**src/rtl/scan_pkg.sv**
```systemverilog
// Shared types and helpers for the scanout address generator.
// Assumes 32-bit memory words and 10-bit fields in the size word.
package scan_pkg;

    localparam int WORD_W = 32;
    localparam int FLD_W  = 10;
    localparam int PIX_W  = 24;

    typedef enum logic [1:0] {
        FMT_555    = 2'd0,
        FMT_565    = 2'd1,
        FMT_PACK24 = 2'd2,
        FMT_WIDE32 = 2'd3
    } pix_fmt_e;

    // Configuration as held for the duration of one field
    typedef struct packed {
        logic             en;
        pix_fmt_e         fmt;
        logic [FLD_W-1:0] last_word;
        logic [FLD_W-1:0] last_line;
        logic [FLD_W-1:0] stride;
    } scan_cfg_t;

    // Widens a 16-bit pixel to 8:8:8 by replicating the top bits of each channel
    function automatic logic [PIX_W-1:0] widen16(input logic [15:0] p, input pix_fmt_e f);
        logic [7:0] r8;
        logic [7:0] g8;
        logic [7:0] b8;
        if (f == FMT_565) begin
            r8 = {p[15:11], p[15:13]};
            g8 = {p[10:5],  p[10:9]};
        end else begin
            r8 = {p[14:10], p[14:12]};
            g8 = {p[9:5],   p[9:7]};
        end
        b8 = {p[4:0], p[4:2]};
        return {r8, g8, b8};
    endfunction

endpackage

```
**src/rtl/scan_cfg_shadow.sv**
```systemverilog
// Shadow register stage: captures the configuration inputs on a field start
// and emits a one-cycle load pulse on the following cycle.
// Assumes field_start is a single-cycle strobe.
module scan_cfg_shadow
    import scan_pkg::*;
#(
    parameter int ADDR_W = 24
) (
    input  logic                 clk,
    input  logic                 rst_n,
    input  logic                 field_start,
    input  logic                 field_short,
    input  logic [ADDR_W-1:0]    base_long,
    input  logic [ADDR_W-1:0]    base_short,
    input  logic [WORD_W-1:0]    size_word,
    input  logic [WORD_W-1:0]    mode_word,
    output scan_cfg_t            cfg,
    output logic [ADDR_W-1:0]    start_addr,
    output logic                 field_load
);

    localparam int LWORD_LSB = 0;
    localparam int LLINE_LSB = FLD_W;
    localparam int STRD_LSB  = 2 * FLD_W;
    localparam int SIZE_TOP  = 3 * FLD_W;

    logic unused_cfg_bits;
    assign unused_cfg_bits = ^{size_word[WORD_W-1:SIZE_TOP], mode_word[WORD_W-1:4], mode_word[1]};

    // Capture configuration and field base at each field start
    always_ff @(posedge clk) begin
        if (!rst_n) begin
            cfg        <= '0;
            start_addr <= '0;
            field_load <= 1'b0;
        end else begin
            field_load <= field_start;
            if (field_start) begin
                cfg.en        <= mode_word[0];
                cfg.fmt       <= pix_fmt_e'(mode_word[3:2]);
                cfg.last_word <= size_word[LWORD_LSB +: FLD_W];
                cfg.last_line <= size_word[LLINE_LSB +: FLD_W];
                cfg.stride    <= size_word[STRD_LSB +: FLD_W];
                start_addr    <= field_short ? base_short : base_long;
            end
        end
    end

endmodule

```
**src/rtl/scan_fetch.sv**
```systemverilog
// Fetch sequencer: walks the field line by line, issuing one word read per
// permitted slot. The slot pattern paces reads to the unpacker's output rate.
// Assumes line_start strobes arrive only after the previous line has finished.
module scan_fetch
    import scan_pkg::*;
#(
    parameter int ADDR_W = 24
) (
    input  logic              clk,
    input  logic              rst_n,
    input  scan_cfg_t         cfg,
    input  logic [ADDR_W-1:0] start_addr,
    input  logic              field_load,
    input  logic              line_start,
    output logic              rd_req,
    output logic [ADDR_W-1:0] rd_addr,
    output logic              rd_first
);

    typedef enum logic [1:0] {F_OFF, F_WAIT, F_RUN} fstate_e;

    fstate_e          state;
    logic [ADDR_W-1:0] ptr;
    logic [FLD_W-1:0] word_cnt;
    logic [FLD_W-1:0] line_cnt;
    logic [1:0]       slot;
    logic [1:0]       slot_next;
    logic             slot_ok;
    logic             issue;
    logic             at_last_word;

    // Decide whether this cycle's slot may carry a read, per pixel format
    always_comb begin
        case (cfg.fmt)
            FMT_555, FMT_565: begin
                slot_ok   = (slot[0] == 1'b0);
                slot_next = {1'b0, ~slot[0]};
            end
            FMT_PACK24: begin
                slot_ok   = (slot != 2'd3);
                slot_next = slot + 2'd1;
            end
            default: begin
                slot_ok   = 1'b1;
                slot_next = 2'd0;
            end
        endcase
    end

    assign issue        = (state == F_RUN) && slot_ok;
    assign at_last_word = (word_cnt == cfg.last_word);

    // Line and word sequencing, address advance and read issue
    always_ff @(posedge clk) begin
        if (!rst_n) begin
            state    <= F_OFF;
            ptr      <= '0;
            word_cnt <= '0;
            line_cnt <= '0;
            slot     <= '0;
            rd_req   <= 1'b0;
            rd_addr  <= '0;
            rd_first <= 1'b0;
        end else begin
            rd_req <= 1'b0;
            if (field_load) begin
                ptr      <= start_addr;
                line_cnt <= '0;
                state    <= cfg.en ? F_WAIT : F_OFF;
            end else begin
                case (state)
                    F_WAIT: begin
                        if (line_start) begin
                            state    <= F_RUN;
                            word_cnt <= '0;
                            slot     <= '0;
                        end
                    end
                    F_RUN: begin
                        slot <= slot_next;
                        if (issue) begin
                            rd_req   <= 1'b1;
                            rd_addr  <= ptr;
                            rd_first <= (word_cnt == '0);
                            if (at_last_word) begin
                                ptr <= ptr + ADDR_W'(cfg.stride);
                                if (line_cnt == cfg.last_line) begin
                                    state <= F_OFF;
                                end else begin
                                    line_cnt <= line_cnt + FLD_W'(1);
                                    state    <= F_WAIT;
                                end
                            end else begin
                                ptr      <= ptr + ADDR_W'(1);
                                word_cnt <= word_cnt + FLD_W'(1);
                            end
                        end
                    end
                    default: ;
                endcase
            end
        end
    end

endmodule

```
**src/rtl/scan_unpack.sv**
```systemverilog
// Pixel unpacker: tracks reads through the fixed memory latency and turns
// each returned word into one or two pixels for the selected format.
// Assumes the fetch pacing leaves an idle data cycle after every word that
// yields a second pixel.
module scan_unpack
    import scan_pkg::*;
#(
    parameter int RD_LAT = 2
) (
    input  logic              clk,
    input  logic              rst_n,
    input  logic              en,
    input  pix_fmt_e          fmt,
    input  logic              rd_req,
    input  logic              rd_first,
    input  logic [WORD_W-1:0] rd_data,
    output logic              pix_valid,
    output logic [PIX_W-1:0]  pix_rgb
);

    logic [RD_LAT-1:0] vld_pipe;
    logic [RD_LAT-1:0] first_pipe;
    logic              data_vld;
    logic              data_first;

    generate
        if (RD_LAT == 1) begin : g_lat_one
            // Single-stage latency tracking
            always_ff @(posedge clk) begin
                if (!rst_n) begin
                    vld_pipe   <= '0;
                    first_pipe <= '0;
                end else begin
                    vld_pipe   <= rd_req;
                    first_pipe <= rd_req & rd_first;
                end
            end
        end else begin : g_lat_many
            // Multi-stage latency tracking
            always_ff @(posedge clk) begin
                if (!rst_n) begin
                    vld_pipe   <= '0;
                    first_pipe <= '0;
                end else begin
                    vld_pipe   <= {vld_pipe[RD_LAT-2:0], rd_req};
                    first_pipe <= {first_pipe[RD_LAT-2:0], rd_req & rd_first};
                end
            end
        end
    endgenerate

    assign data_vld   = vld_pipe[RD_LAT-1];
    assign data_first = first_pipe[RD_LAT-1];

    logic [1:0]       ph;
    logic [1:0]       ph_use;
    logic [1:0]       ph_next;
    logic [15:0]      held;
    logic [15:0]      held_next;
    logic             pend;
    logic             make_pend;
    logic [PIX_W-1:0] pend_pix;
    logic [PIX_W-1:0] pend_next;
    logic [PIX_W-1:0] now_pix;

    // Select the pixel for the arriving word and any pixel left for the next cycle
    always_comb begin
        ph_use    = data_first ? 2'd0 : ph;
        ph_next   = (ph_use == 2'd2) ? 2'd0 : ph_use + 2'd1;
        held_next = held;
        make_pend = 1'b0;
        pend_next = '0;
        now_pix   = '0;
        case (fmt)
            FMT_555, FMT_565: begin
                now_pix   = widen16(rd_data[15:0], fmt);
                pend_next = widen16(rd_data[31:16], fmt);
                make_pend = 1'b1;
            end
            FMT_PACK24: begin
                case (ph_use)
                    2'd0: begin
                        now_pix   = rd_data[23:0];
                        held_next = {8'h00, rd_data[31:24]};
                    end
                    2'd1: begin
                        now_pix   = {rd_data[15:0], held[7:0]};
                        held_next = rd_data[31:16];
                    end
                    default: begin
                        now_pix   = {rd_data[7:0], held};
                        pend_next = rd_data[31:8];
                        make_pend = 1'b1;
                    end
                endcase
            end
            default: begin
                now_pix = rd_data[23:0];
            end
        endcase
    end

    // Drive the pixel output and the unpack state
    always_ff @(posedge clk) begin
        if (!rst_n) begin
            ph        <= '0;
            held      <= '0;
            pend      <= 1'b0;
            pend_pix  <= '0;
            pix_valid <= 1'b0;
            pix_rgb   <= '0;
        end else if (data_vld) begin
            ph        <= ph_next;
            held      <= held_next;
            pend      <= make_pend & en;
            pend_pix  <= pend_next;
            pix_valid <= en;
            pix_rgb   <= en ? now_pix : '0;
        end else if (pend) begin
            pend      <= 1'b0;
            pix_valid <= 1'b1;
            pix_rgb   <= pend_pix;
        end else begin
            pix_valid <= 1'b0;
            pix_rgb   <= '0;
        end
    end

endmodule

```
**src/rtl/scan_addr_gen.sv**
```systemverilog
// Scanout address generator top: shadow registers, fetch sequencer and
// pixel unpacker. Word addresses; memory returns data RD_LAT cycles after
// each request with no back-pressure.
module scan_addr_gen
    import scan_pkg::*;
#(
    parameter int ADDR_W = 24,
    parameter int RD_LAT = 2
) (
    input  logic              clk,
    input  logic              rst_n,
    input  logic [ADDR_W-1:0] cfg_base_long,
    input  logic [ADDR_W-1:0] cfg_base_short,
    input  logic [31:0]       cfg_size,
    input  logic [31:0]       cfg_mode,
    input  logic              field_start,
    input  logic              field_short,
    input  logic              line_start,
    input  logic [31:0]       rd_data,
    output logic              rd_req,
    output logic [ADDR_W-1:0] rd_addr,
    output logic              pix_valid,
    output logic [23:0]       pix_rgb
);

    scan_cfg_t         sh_cfg;
    logic [ADDR_W-1:0] start_addr;
    logic              field_load;
    logic              rd_first;

    scan_cfg_shadow #(.ADDR_W(ADDR_W)) shadow_i (
        .clk        (clk),
        .rst_n      (rst_n),
        .field_start(field_start),
        .field_short(field_short),
        .base_long  (cfg_base_long),
        .base_short (cfg_base_short),
        .size_word  (cfg_size),
        .mode_word  (cfg_mode),
        .cfg        (sh_cfg),
        .start_addr (start_addr),
        .field_load (field_load)
    );

    scan_fetch #(.ADDR_W(ADDR_W)) fetch_i (
        .clk       (clk),
        .rst_n     (rst_n),
        .cfg       (sh_cfg),
        .start_addr(start_addr),
        .field_load(field_load),
        .line_start(line_start),
        .rd_req    (rd_req),
        .rd_addr   (rd_addr),
        .rd_first  (rd_first)
    );

    scan_unpack #(.RD_LAT(RD_LAT)) unpack_i (
        .clk      (clk),
        .rst_n    (rst_n),
        .en       (sh_cfg.en),
        .fmt      (sh_cfg.fmt),
        .rd_req   (rd_req),
        .rd_first (rd_first),
        .rd_data  (rd_data),
        .pix_valid(pix_valid),
        .pix_rgb  (pix_rgb)
    );

endmodule

```
**config.mk**
```make
export PLATFORM = sky130hd
export DESIGN_NAME = scan_addr_gen
export DESIGN_NICKNAME = d
export VERILOG_FILES = /design/src/rtl/scan_pkg.sv /design/src/rtl/scan_cfg_shadow.sv /design/src/rtl/scan_fetch.sv /design/src/rtl/scan_unpack.sv /design/src/rtl/scan_addr_gen.sv
export SDC_FILE = /design/constraint.sdc
export NUM_CORES = 1
export LEC_CHECK = 0
export CAP_MARGIN = 40
export CORE_MARGIN = 10
export CORE_UTILIZATION = 53
export DETAILED_ROUTE_END_ITERATION = 7
export GPL_ROUTABILITY_DRIVEN = 0
export PLACE_DENSITY_LB_ADDON = 0.12
export SLEW_MARGIN = 20
export SYNTH_ARGS = -nofsm -noshare
export SYNTH_HDL_FRONTEND = slang
export SYNTH_HIERARCHICAL = 1
export SYNTH_SLANG_ARGS = --single-unit
```
**constraint.sdc**
```tcl
create_clock -name clk -period 3.55 [get_ports clk]
set_clock_uncertainty 0.15 [all_clocks]
set_input_delay 0.8875 -clock clk [delete_from_list [all_inputs] [get_ports clk]]
set_output_delay 0.8875 -clock clk [all_outputs]
set_load 0.02 [all_outputs]
```
==> run summary <==
The final route contains 9810 vias. The share of async-settable or async-resettable flops after synthesis is 0%, and the area of all placed cells without fillers is 13200 um2. The tools report the minimum setup slack among reg-to-reg paths as 230 ps. Top-level I/O count: 199. In the global route stage, met1 resource usage came out at 29.3%.

The tools report the number of antenna violations at the first check in global routing as 1. For the setup-violating endpoint count in the final report, the log shows 0. The clock latency at the later pin of the worst-skew pair is 510 ps, and the synthesized area divided by synthesized cell count is 8.72 um2. The tools report the hold violation total from the final report as 0. TritonCTS built the clock tree. Counting tap cells, the placed design contains a total of 1600 instances. The met2 track demand over resource is 36.2%. The routed design could run at a clock period as short as 3320 ps. Summed over all cells, the static leakage comes to 4.79 nW. Class of the worst hold path: reg -> reg. The worst register-to-register path ends at fetch_i/ptr[8]. Timing would allow up to 301 MHz. For the worst setup path, the data required time is 3850 ps. The clock net in this run drives a total of 204 sinks.

Total CTS buffers: 23. The total wirelength of the detailed-routed design was 30900 um; the number of synthesized flops with an enable pin was 0. The count of fill cells added during filler insertion was 1639. The worst setup path is of the reg -> reg kind. Synthesis inferred 204 register bits. The initialized floorplan defines 51 standard-cell rows. The run gives 0 as the number of setup buffers added after CTS.

The tools report the final worst-path setup slack as 230 ps. The startpoint identified for the worst register-to-register timing path is fetch_i/word_cnt[3]. After floorplanning, the core was sized to cover 19700 um2. The number of nets produced by synthesis is 1394. The warning count from the yosys run was 6.

Of all nets on the critical path, the largest fanout is 11. For this block, the initial DRC count from the detailed router was 932. At the pin with the least slew margin, the transition time is 815 ps. Power spread over the standard cell area amounts to 401 nW/um2. The die width works out to 162 um. The tool flagged a number of max-cap violations equal to 0. Internal cell power: 3.99 mW. In the finished design, the share of the clock period the worst path needs comes to 93.5%. Once the floorplan was initialized, standard cells occupied 54.4% of the core. Setup repair after global routing left no endpoint under its margin. The clock network accounts for 43.3% of the total power. The area growth from synthesis to layout is 23.2%. The length of the first detailed-routing pass in iterations was 5.

Post-placement setup slack: 98.4 ps. Summing the sequential cell areas from Yosys gives 38.1% of the chip area. The switching portion of total power was 24.8%.

The buffer depth of the longest clock path came out at 3. Clock tree synthesis selected as its root buffer the cell sky130_fd_sc_hd__clkbuf_16. At the end of the flow, the number of nets in the layout was 1525. Most instantiated flip-flop cell in the synthesis netlist: sky130_fd_sc_hd__dfxtp_1.

Global routing used 22.2% of the available tracks across all layers. For the highest ir drop seen on vdd, the log shows 0.272 mV. The worst setup path is captured at a register.

Data arrives at the worst endpoint at 3620 ps. Number of buffer cells added on primary ports: 167. The worst hold path stage count works out to 1. The die is 162 um tall. The path with the worst hold slack has its endpoint at unpack_i/vld_pipe[1]. The global-route layer with the greatest usage is met2. The first global-routing pass estimated 48900 um of wire. After detailed routing, the average wire length per cell comes to 18.8 um. For this run, global-route usage on met3 was measured as 4.12%. Hold timing on the final database bottoms out at a slack of 276 ps.

The source of the worst hold timing path was unpack_i/vld_pipe[0]. The tools report the cell area after synthesis as 10700 um2. The worst pin sits at a relative slew slack of 45.5%.

The H-tree depth reported by CTS was 1; the via count of the first global-routing pass was 9204. After detailed routing, the number of vias per cell comes to 5.97. Entering global routing, the biggest net connects 114 pins.

After clock tree synthesis, the clock-pin slew on the worst setup and hold paths is 60 ps. After detailed routing, the number of remaining DRC violations is 0. Area of the die: 26300 um2. In this run the power spent charging and discharging nets is 1.31 mW. The cell count after synthesis came out at 1230. Registers are responsible for 45.4% of the overall power. The run finished with clean final reports. The number of different library cells used by synthesis comes to 80. STA classifies the critical path startpoint as a register.

After the flow finishes, the layout carries non-filler instances totaling 1644. The combinational power share is 11.3%. In the final layout, the share of cells above drive strength 1 is 7.91%. The run gives 0 as the final-report max-slew violation count. For the worst flop-to-flop path, the logic depth is 12. The global route total overflow was 0; the setup total negative slack was 0 ps. The HPWL after detailed placement is 21500 um. In this run the cell area measured after placement is 12400 um2. The tools report the share of the core filled with cells as 67.0%.

Power comes to 5.30 mW. The count of nets left with antenna violations once routing finished came out at 0.
## Yosys cell counts, types with 16 or more instances
master                      instances  area, um2
sky130_fd_sc_hd__a21boi_0          27        203
sky130_fd_sc_hd__a21oi_1           89        445
sky130_fd_sc_hd__clkbuf_1          40        150
sky130_fd_sc_hd__nor2b_1           52        325
sky130_fd_sc_hd__dfxtp_1          204       4080
sky130_fd_sc_hd__nand3_1           43        215
sky130_fd_sc_hd__nand2_1          143        537
sky130_fd_sc_hd__buf_2             23        115
sky130_fd_sc_hd__and2_1            18        113
sky130_fd_sc_hd__o21ai_0           60        300
sky130_fd_sc_hd__a2bb2oi_1         16        140
sky130_fd_sc_hd__xnor2_1           30        263
sky130_fd_sc_hd__nor2_1            81        304
sky130_fd_sc_hd__mux2i_1           78        781
sky130_fd_sc_hd__inv_1             20       75.1
sky130_fd_sc_hd__nor3_1            16       80.1
## cell families (layout without fill, tap and decap cells)
kind of cell | count (synthesis) | after routing | synth area share [%]
AND/OR/NAND/NOR | 448 | 448 | 22.0
AO/OA/AOI/OAI | 332 | 332 | 21.2
flip-flops | 204 | 204 | 38.1
buffers and inverters | 109 | 257 | 5.78
multiplexers | 85 | 85 | 8.01
XOR/XNOR | 37 | 37 | 3.09
adder cells (fa/ha/maj) | 15 | 15 | 1.82
other | 0 | 1 | 0
## registers in the layout, summed over array words and instances, names as in the netlist
| register | count |
|---|---|
| shadow_i/cfg | 33 |
| unpack_i/held | 16 |
| fetch_i/word_cnt | 10 |
| fetch_i/line_cnt | 10 |
| shadow_i/start_addr | 24 |
| fetch_i/rd_addr | 24 |
| unpack_i/pix_valid | 1 |
| unpack_i/pend_pix | 24 |
| unpack_i/ph | 2 |
| unpack_i/first_pipe | 2 |
| fetch_i/rd_first | 1 |
| unpack_i/vld_pipe | 2 |
| unpack_i/pix_rgb | 24 |
| fetch_i/rd_req | 1 |
| unpack_i/pend | 1 |
| fetch_i/state | 2 |
| fetch_i/ptr | 24 |
| shadow_i/field_load | 1 |
| fetch_i/slot | 2 |
## worst max-delay path, stage by stage, from the launching register on
cell	delay (ps)
sky130_fd_sc_hd__dfxtp_1	420
sky130_fd_sc_hd__xnor2_1	160
sky130_fd_sc_hd__nand2_1	160
sky130_fd_sc_hd__nor3_2	230
sky130_fd_sc_hd__buf_4	220
sky130_fd_sc_hd__nand2_1	110
sky130_fd_sc_hd__fa_1	420
sky130_fd_sc_hd__nor2b_1	180
sky130_fd_sc_hd__o2111ai_1	150
sky130_fd_sc_hd__and3_1	240
sky130_fd_sc_hd__or3_1	330
sky130_fd_sc_hd__a311o_1	360
sky130_fd_sc_hd__a21boi_1	130
## worst max path at each step
stage,start,end,slack (ps),cells after the start
finish,fetch_i/word_cnt[3],fetch_i/ptr[8],230,12
global route,fetch_i/word_cnt[7],fetch_i/ptr[8],30,12
CTS,fetch_i/word_cnt[0],fetch_i/ptr[10],80,12
detailed placement,fetch_i/word_cnt[0],fetch_i/ptr[10],100,12
global placement,fetch_i/word_cnt[0],fetch_i/ptr[10],180,12
floorplan,fetch_i/word_cnt[0],fetch_i/ptr[9],380,13
## area by class of cell
class	instances	area (um2)	area share, %
Clock inverter	7	48.8	0.369
Tap cell	265	332	2.51
Antenna cell	1	2.50	0.0189
Timing Repair Buffer	195	1910	14.5
Sequential cell	204	4090	31.0
Inverter	20	75.1	0.568
Multi-Input combinational cell	917	6060	45.9
Clock buffer	35	691	5.23
## routing by layer
metal	up-vias	share of wire [%]
met1	4638	43
met2	391	47
met5	-	0
met3	63	7.5
li1	4718	-
met4	0	2.6
## timing repair
action	CTS	global route
endpoints found under the hold margin	0	0
hold buffers	0	0
resized for setup	0	12
endpoints found under the setup margin	0	16
## layout by cell type, fill, tap and decap left out, types with 7 or more instances in the layout
master,n
sky130_fd_sc_hd__a221oi_1,8
sky130_fd_sc_hd__and2_1,18
sky130_fd_sc_hd__nand2_1,143
sky130_fd_sc_hd__o21a_1,10
sky130_fd_sc_hd__inv_1,20
sky130_fd_sc_hd__o21ai_0,60
sky130_fd_sc_hd__nand4_1,9
sky130_fd_sc_hd__nand3b_1,14
sky130_fd_sc_hd__a211oi_1,11
sky130_fd_sc_hd__a21boi_0,27
sky130_fd_sc_hd__nand2b_1,13
sky130_fd_sc_hd__mux2i_1,78
sky130_fd_sc_hd__a311oi_1,9
sky130_fd_sc_hd__nand3_1,43
sky130_fd_sc_hd__dfxtp_2,7
sky130_fd_sc_hd__mux2_2,7
sky130_fd_sc_hd__ha_1,14
sky130_fd_sc_hd__xnor2_1,30
sky130_fd_sc_hd__clkbuf_8,7
sky130_fd_sc_hd__a21oi_1,88
sky130_fd_sc_hd__nor2_1,80
sky130_fd_sc_hd__a2bb2oi_1,16
sky130_fd_sc_hd__o211a_1,7
sky130_fd_sc_hd__and3_1,11
sky130_fd_sc_hd__a31oi_1,11
sky130_fd_sc_hd__clkdlybuf4s50_1,165
sky130_fd_sc_hd__clkbuf_16,23
sky130_fd_sc_hd__nor3_1,15
sky130_fd_sc_hd__a211o_1,10
sky130_fd_sc_hd__nor2b_1,52
sky130_fd_sc_hd__a32oi_1,8
sky130_fd_sc_hd__buf_4,27
sky130_fd_sc_hd__o211ai_1,7
sky130_fd_sc_hd__dfxtp_1,197
## power by group through the flow
stage	logic [mW]	clock network [mW]	registers (mW)
CTS	0.592	2.33	2.41
global route	0.650	2.43	2.41
finish	0.599	2.30	2.41
detailed placement	0.587	0	2.46
floorplan	0.368	0	2.44
global placement	0.576	0	2.45
Power figures use the tool's default switching activity.
